[config.mk]
export PLATFORM = sky130hd
export DESIGN_NAME = sar_serial_seq
export DESIGN_NICKNAME = d
export VERILOG_FILES = /design/src/rtl/sss_pkg.sv /design/src/rtl/sss_sync.sv /design/src/rtl/sss_csqual.sv /design/src/rtl/sss_sar.sv /design/src/rtl/sar_serial_seq.sv
export SDC_FILE = /design/constraint.sdc
export NUM_CORES = 1
export LEC_CHECK = 0
export BUFFER_PORTS_ARGS = -buffer_cell sky130_fd_sc_hd__buf_4
export CAP_MARGIN = 20
export CORE_MARGIN = 1
export CORE_UTILIZATION = 56
export CTS_CLUSTER_DIAMETER = 150
export DETAILED_ROUTE_END_ITERATION = 6
export PLACE_DENSITY = 0.75
export SLEW_MARGIN = 20
export SYNTH_ARGS = -nofsm -noshare
export SYNTH_HDL_FRONTEND = slang
export SYNTH_SLANG_ARGS = --single-unit
export TNS_END_PERCENT = 5
[constraint.sdc]
create_clock -name clk -period 3.35 [get_ports clk]
set_input_delay 0.335 -clock clk [delete_from_list [all_inputs] [get_ports clk]]
set_output_delay 0.335 -clock clk [all_outputs]
set_load 0.02 [all_outputs]
[src/rtl/sss_pkg.sv]
package sss_pkg;
    typedef enum logic [1:0] {
        PH_IDLE = 2'd0,
        PH_HOLD = 2'd1,
        PH_CONV = 2'd2
    } conv_phase_e;
endpackage

[src/rtl/sss_sync.sv]
module sss_sync #(
    parameter int           W       = 2,
    parameter logic [W-1:0] RST_VAL = '0
) (
    input  logic         clk,
    input  logic         rst_n,
    input  logic [W-1:0] async_i,
    output logic [W-1:0] sync_o
);
    for (genvar i = 0; i < W; i++) begin : g_bit
        typedef struct packed {
            logic meta;
            logic stable;
        } sync_t;

        sync_t st_d, st_q;

        always_comb begin
            st_d.meta   = async_i[i];
            st_d.stable = st_q.meta;
        end

        always_ff @(posedge clk or negedge rst_n) begin
            if (!rst_n) begin
                st_q.meta   <= RST_VAL[i];
                st_q.stable <= RST_VAL[i];
            end else begin
                st_q <= st_d;
            end
        end

        assign sync_o[i] = st_q.stable;
    end
endmodule

[src/rtl/sss_csqual.sv]
module sss_csqual #(
    parameter int QUAL = 3
) (
    input  logic clk,
    input  logic rst_n,
    input  logic cs_n_s,
    output logic active_o
);
    localparam int QW = $clog2(QUAL + 1);

    typedef struct packed {
        logic [QW-1:0] cnt;
        logic          act;
    } qual_t;

    qual_t st_d, st_q;

    always_comb begin
        st_d = st_q;
        if (cs_n_s) begin
            st_d.cnt = '0;
            st_d.act = 1'b0;
        end else if (!st_q.act) begin
            if (st_q.cnt == QW'(QUAL - 1)) begin
                st_d.act = 1'b1;
            end else begin
                st_d.cnt = st_q.cnt + 1'b1;
            end
        end
    end

    always_ff @(posedge clk or negedge rst_n) begin
        if (!rst_n) begin
            st_q.cnt <= '0;
            st_q.act <= 1'b0;
        end else begin
            st_q <= st_d;
        end
    end

    assign active_o = st_q.act;
endmodule

[src/rtl/sss_sar.sv]
module sss_sar
    import sss_pkg::*;
#(
    parameter int W    = 8,
    parameter int HOLD = 4,
    parameter int SLOT = 4
) (
    input  logic         clk,
    input  logic         rst_n,
    input  logic         start_i,
    input  logic         abort_i,
    input  logic         cmp_i,
    output logic         hold_o,
    output logic [W-1:0] sar_o,
    output logic [W-1:0] result_o
);
    localparam int HW = $clog2(HOLD + 1);
    localparam int SW = $clog2(SLOT + 1);
    localparam int BW = $clog2(W);

    typedef struct packed {
        conv_phase_e   ph;
        logic [HW-1:0] hcnt;
        logic [SW-1:0] scnt;
        logic [BW-1:0] bidx;
        logic [W-1:0]  sar;
        logic [W-1:0]  res;
    } sar_st_t;

    sar_st_t    st_d, st_q;
    logic [W-1:0] decided;

    always_comb begin
        st_d    = st_q;
        decided = st_q.sar;
        decided[st_q.bidx] = cmp_i;
        if (start_i) begin
            st_d.ph   = PH_HOLD;
            st_d.hcnt = '0;
            st_d.scnt = '0;
            st_d.bidx = BW'(W - 1);
            st_d.sar  = '0;
        end else if (abort_i) begin
            st_d.ph   = PH_IDLE;
            st_d.hcnt = '0;
            st_d.scnt = '0;
            st_d.sar  = '0;
        end else begin
            case (st_q.ph)
                PH_HOLD: begin
                    if (st_q.hcnt == HW'(HOLD - 1)) begin
                        st_d.ph          = PH_CONV;
                        st_d.hcnt        = '0;
                        st_d.scnt        = '0;
                        st_d.bidx        = BW'(W - 1);
                        st_d.sar         = '0;
                        st_d.sar[W-1]    = 1'b1;
                    end else begin
                        st_d.hcnt = st_q.hcnt + 1'b1;
                    end
                end
                PH_CONV: begin
                    if (st_q.scnt == SW'(SLOT - 1)) begin
                        st_d.scnt = '0;
                        if (st_q.bidx == '0) begin
                            st_d.res = decided;
                            st_d.sar = '0;
                            st_d.ph  = PH_IDLE;
                        end else begin
                            st_d.sar = decided;
                            st_d.sar[st_q.bidx - 1'b1] = 1'b1;
                            st_d.bidx = st_q.bidx - 1'b1;
                        end
                    end else begin
                        st_d.scnt = st_q.scnt + 1'b1;
                    end
                end
                default: ;
            endcase
        end
    end

    always_ff @(posedge clk or negedge rst_n) begin
        if (!rst_n) begin
            st_q.ph   <= PH_IDLE;
            st_q.hcnt <= '0;
            st_q.scnt <= '0;
            st_q.bidx <= '0;
            st_q.sar  <= '0;
            st_q.res  <= '0;
        end else begin
            st_q <= st_d;
        end
    end

    assign hold_o   = (st_q.ph != PH_IDLE);
    assign sar_o    = st_q.sar;
    assign result_o = st_q.res;
endmodule

[src/rtl/sar_serial_seq.sv]
module sar_serial_seq #(
    parameter int DATA_W   = 8,
    parameter int CS_QUAL  = 3,
    parameter int HOLD_CYC = 4,
    parameter int SLOT_CYC = 4
) (
    input  logic              clk,
    input  logic              rst_n,
    input  logic              cs_n_i,
    input  logic              sclk_i,
    input  logic              cmp_i,
    output logic              dout_o,
    output logic              dout_en_o,
    output logic              sample_o,
    output logic              hold_o,
    output logic [DATA_W-1:0] sar_o
);
    localparam int CW        = $clog2(DATA_W);
    localparam int SAMPLE_AT = DATA_W / 2;

    typedef struct packed {
        logic              sclk_prev;
        logic              act_prev;
        logic [CW-1:0]     cnt;
        logic [DATA_W-1:0] shreg;
    } io_st_t;

    io_st_t            st_d, st_q;
    logic [1:0]        sync_w;
    logic              cs_n_s, sclk_s, cs_act;
    logic              fall, conv_start, conv_abort;
    logic [DATA_W-1:0] result_w;

    sss_sync #(.W(2), .RST_VAL(2'b01)) u_sync (
        .clk     (clk),
        .rst_n   (rst_n),
        .async_i ({sclk_i, cs_n_i}),
        .sync_o  (sync_w)
    );
    assign cs_n_s = sync_w[0];
    assign sclk_s = sync_w[1];

    sss_csqual #(.QUAL(CS_QUAL)) u_qual (
        .clk      (clk),
        .rst_n    (rst_n),
        .cs_n_s   (cs_n_s),
        .active_o (cs_act)
    );

    always_comb begin
        st_d           = st_q;
        st_d.sclk_prev = sclk_s;
        st_d.act_prev  = cs_act;
        fall           = cs_act & st_q.sclk_prev & ~sclk_s;
        conv_start     = 1'b0;
        conv_abort     = cs_act & ~st_q.act_prev & hold_o;
        if (!cs_act) begin
            st_d.cnt   = '0;
            st_d.shreg = result_w;
        end else if (fall) begin
            st_d.shreg = {st_q.shreg[DATA_W-2:0], 1'b0};
            if (st_q.cnt == CW'(DATA_W - 1)) begin
                st_d.cnt   = '0;
                conv_start = 1'b1;
            end else begin
                st_d.cnt = st_q.cnt + 1'b1;
            end
        end else if (st_q.cnt == '0) begin
            st_d.shreg = result_w;
        end
    end

    always_ff @(posedge clk or negedge rst_n) begin
        if (!rst_n) begin
            st_q.sclk_prev <= 1'b0;
            st_q.act_prev  <= 1'b0;
            st_q.cnt       <= '0;
            st_q.shreg     <= '0;
        end else begin
            st_q <= st_d;
        end
    end

    sss_sar #(.W(DATA_W), .HOLD(HOLD_CYC), .SLOT(SLOT_CYC)) u_sar (
        .clk      (clk),
        .rst_n    (rst_n),
        .start_i  (conv_start),
        .abort_i  (conv_abort),
        .cmp_i    (cmp_i),
        .hold_o   (hold_o),
        .sar_o    (sar_o),
        .result_o (result_w)
    );

    assign dout_o    = st_q.shreg[DATA_W-1];
    assign dout_en_o = ~cs_n_i;
    assign sample_o  = cs_act & (st_q.cnt >= CW'(SAMPLE_AT)) & ~hold_o;
endmodule

# Yosys cells after proc, flatten, opt, wreduce, memory -nomap -nowiden
# Cells that the tools add are included.
# op_classes
addsub	5
n_eq_ne	17
bitwise	13
n_reduce_logical	14
muxes	34
order_cmp	5
# ops
op	n
8-bit 2-to-1 mux	6
19-bit 2-to-1 mux	2
14-bit case mux with 2 select lines	1
3-bit 2-to-1 mux	9
14-bit 2-to-1 mux	1
4-bit by 3-bit != test with 1-bit output, second input constant	3
11-bit 2-to-1 mux	1
5-bit AND reduction	2
3-bit by 1-bit adder with 3-bit output, second input constant	3
8-bit bitwise mux	1
3-bit by 4-bit less-than comparator with 1-bit output, second input constant	2
2-bit 2-to-1 mux	4
2-bit != test, second input constant	4
8-bit bitwise OR	1
1-bit bitwise AND	6
1-bit demux with 3-bit select	2
3-bit by 2-bit == test with 1-bit output, second input constant	2
3-bit by 1-bit greater-or-equal comparator with 1-bit output, second input constant	2
3-bit zero test	2
1-bit 2-to-1 mux	6
3-bit by 2-bit != test with 1-bit output, second input constant	2
3-bit != test, second input constant	2
1-bit inverter	6
3-bit nonzero test	2
13 further kinds	16
# word_totals
elab_cells	104
ff_bits	47
inputBits	5

# Depth between registers and ports, before layout
# logic_depth
ltp_word	11
ltp_mapped	8
ltp_nobuf	6

# Modules after synthesis
# From an unflattened synthesis, not the netlist that was laid out.
# unflattened
cells_unflattened	242
area_unflattened_um2	2676.3
# modules_own_cells
mod	cells_each	area_each_um2	seq_area_each_um2	instances
sss_sar	156	1687.9	675.6	1
sar_serial_seq	69	754.5	325.3	1
sss_csqual	13	131.4	75.1	1
sss_sync	4	102.6	102.6	1

# Worst setup path after synthesis
# OpenSTA, ideal clock, no wires.
# synth_timing
path_type	reg2reg
from	reg st_q[8] (netlist bit)
to	reg u_sar.st_q, in the netlist u_sar.result_o[5]
t_required_ps	3277
setup_slack_ps	1521
stages_incl_launch_ff	8
t_arrival_ps	1756
n_path_buf	1
synth_period_minus_slack_ps	1829
setup_ps	73
path_cell_list	dfrtp_1 ha_1 ha_1 and4b_1 nor4_4 buf_6 nor2_1 a21oi_2
# synth_between
elab_chain_len	6
# synth_rtl
item	line_no	text
start: declaration	sar_serial_seq.sv:28	io_st_t st_d, st_q;
start signal: assignment	sar_serial_seq.sv:80	st_q <= st_d;
3-bit == test	sar_serial_seq.sv:62	if (st_q.cnt == CW'(DATA_W - 1)) begin
1-bit 2-to-1 mux	sar_serial_seq.sv:62	
1-bit 2-to-1 mux	sar_serial_seq.sv:60	end else if (fall) begin
1-bit 2-to-1 mux	sar_serial_seq.sv:57	if (!cs_act) begin
1-bit inverter (no line)	--	
5-bit AND reduction (no line)	--	
end signal: assignment	sss_sar.sv:92	st_q <= st_d;
end: declaration	sss_sar.sv:30	sar_st_t st_d, st_q;
# No other way between the ends.
# A chain may end at the register's enable or synchronous reset.

# Final worst setup path
# layout_timing
from	reg st_q[8] (netlist bit)
to	reg u_sar.st_q, in the netlist u_sar.result_o[4]
# Same word-level chain as after synthesis.

==> qor.yml <==
slew_headroom: 0.466
synth_area_per_cell_um2: 10.3
worst_path_most_repeated_cell: "ha_1"
crit_path_top_delay_cell: "nor4_4"
final_cells: 303
cp.buffers_inverters: 0
ioPinCount: 17
yosys.area.top_type: "dfrtp_1"
seq_area_mm2: 0.00118
hold_buffers: 0
fin_ws_ps: 1160
rrSetupSlack_ps: 1160
ys_top_cells_by_area: "dfrtp_1 45%, mux2i_1 5.6%, ha_1 5.5%"
drive_gt1_frac: 0.159
synth-seq-cells: 47
fin_crit_sh: 0.654
htree_levels: 2
diodes: 0
vias: 1750
synth_nets: 260
ys_async_sr_fraction: 1.00
nNetsFinal: 266
ys_seq_area_frac: 0.467
min_path_type: "in2async"
dieArea_mm2: 0.00477
clockRootBuffer: "clkbuf_8"
clk_path_buf_depth: 2
yosys_most_used_dff: "dfrtp_1"
grt_max_degree: 48
leakagePower_nw: 1.24
irDropWorstVdd_mv: 0.264
fin_util: 0.618
crit_path_end_kind: "flop"
grt.total_usage: 0.207
cts_sinks: 47
cts_tree: "built"
critical-path-max-stage-delay_ps: 730
port_buffers: 16
synth_warnings: 0
tightest_slew_ps: 795
fillers: 370
synthCells: 244
wl_per_cell_um: 15.0
cp.arrival_ps: 2420
fp.dieH_um: 69.1
drv_cap: 0
grt_pass1_wl_um: 7890
hpwl_um: 3140
route.detailed.drc: 0
crit_family: "simple AND/OR/NAND/NOR gates"
pre_cts_slack_ps: 1180
synth_edf_count: 0
rsz0062_at_grt: "no"
dp_cells: 295
post_cts_resized: 0
wirelength_um: 4530
total_power_mw: 1.15
clk_pin_slew_ps: 100
hold_viol: 0
dr.pass1.iters: 4
min_period_ps: 2190
synth_cell_type_count: 48
path_max_fanout: 16
ant_nets: 0
clk-insertion-delay-late_ps: 310
synthMostInstantiatedCell: "dfrtp_1"
p_per_area_mw_per_mm2: 428
finalSetupViolations: 0
die_w_um: 69.1
area_growth_pct: 6.70
gp_congestion: 0.796
final_max_slew_viol_count: 0
rows: 24
path_cells: "ha_1 > ha_1 > and4b_1 > nor4_4 > nor2_1 > a21oi_1"
start_kind: "flop"
setup_tns_ps: 0
syn-cell-area_mm2: 0.00252
antenna_found_initial: 0
skew_ps: 12.3
status: "finished clean"
multiInputGateArea_mm2: 0.00117
post_cts_buffers: 0
grt_pass1_vias: 1705
worstSetupPathType: "reg2reg"
gr-total-overflow: 0
cp.required_ps: 3580
fmaxAchievable_ghz: 0.457
drt_iter0_drc: 140
synth_common_cells: "45 x dfrtp_1, 28 x nor2_1, 22 x a21oi_1"
viasPerCell: 5.78
netlist.area_leader.share: 0.447
start_util: 0.579
numCtsBuffers: 5
core_mm2: 0.00435
==> per-stage QoR <==
step           hold slack, ps  instance area, µm²
6_report                 20.1                2690
5_1_grt                  57.6                2690
4_1_cts                  37.4                2690
3_5_place_dp              343                2600
3_3_place_gp              337                2600
2_1_floorplan            39.4                2520
==> sequential cells by signal, summed over array words and instances, names as in the netlist <==
signal and cells:
st_q 12, u_sar.st_q 11, u_sar.result_o 8, u_sar.sar_o 8, u_qual.st_q 2, u_sync.g_bit.st_d 2
u_sync.sync_o 2, dout_o 1, u_qual.active_o 1
==> cells in the final DEF, fill, tap and decap left out, types with 3 or more instances in the layout <==
cell,instances
a21boi_0,4
a21o_1,3
a21oi_1,22
and3_1,3
buf_4,17
clkbuf_8,5
dfrtp_1,45
ha_1,11
inv_1,14
mux2i_1,14
nand2_1,9
nand2b_1,5
nand3_1,6
nand3b_1,3
nor2_1,28
nor3_1,4
nor3b_1,3
o21a_1,3
o21ai_0,8
o2bb2ai_1,6
xnor2_1,3
==> worst paths after layout <==
check	startpoint	endpoint	cells after the start
max in group asynchronous	rst_n	u_sar.sar_o[0]	1
hold / removal	rst_n	u_qual.st_q[1]	1
setup reg to reg	st_q[8]	u_sar.result_o[4]	6
setup / recovery	st_q[8]	u_sar.result_o[4]	6
min in group clk	sclk_i	u_sync.g_bit[1].st_d[0]	1
hold reg to reg	u_sync.g_bit[0].st_d[0]	u_sync.sync_o[0]	0
==> metal layers <==
layer,GRT usage,share of wire
met5,0,0
met4,0.0635,0.0055
met3,0.0439,0.027
met2,0.343,0.50
met1,0.271,0.47
==> kinds of logic after synthesis <==
family	synth area share
AND/OR/NAND/NOR	0.179
AO/OA/AOI/OAI	0.159
flip-flops	0.467
buffers and inverters	0.0665
multiplexers	0.0600
adder cells (fa/ha/maj)	0.0546
XOR/XNOR	0.0139
==> final cells by class <==
cell class | instances | share of cell area
clock buffers | 5 | 0.0256
clock inverters | 3 | 0.00837
inverters | 14 | 0.0195
flip-flops and latches | 47 | 0.438
multi-input cells | 165 | 0.437
repair buffers | 17 | 0.0474
well taps | 52 | 0.0242
==> power by group <==
group	internal [mW]	switching [mW]	leakage (nW)	total (mW)
combinational	0.0758	0.0853	0.643	0.161
sequential	0.606	0.0360	0.545	0.642
clock	0.150	0.198	0.0485	0.348
total	0.832	0.320	1.24	1.15
(Power assumes the default switching activity.)
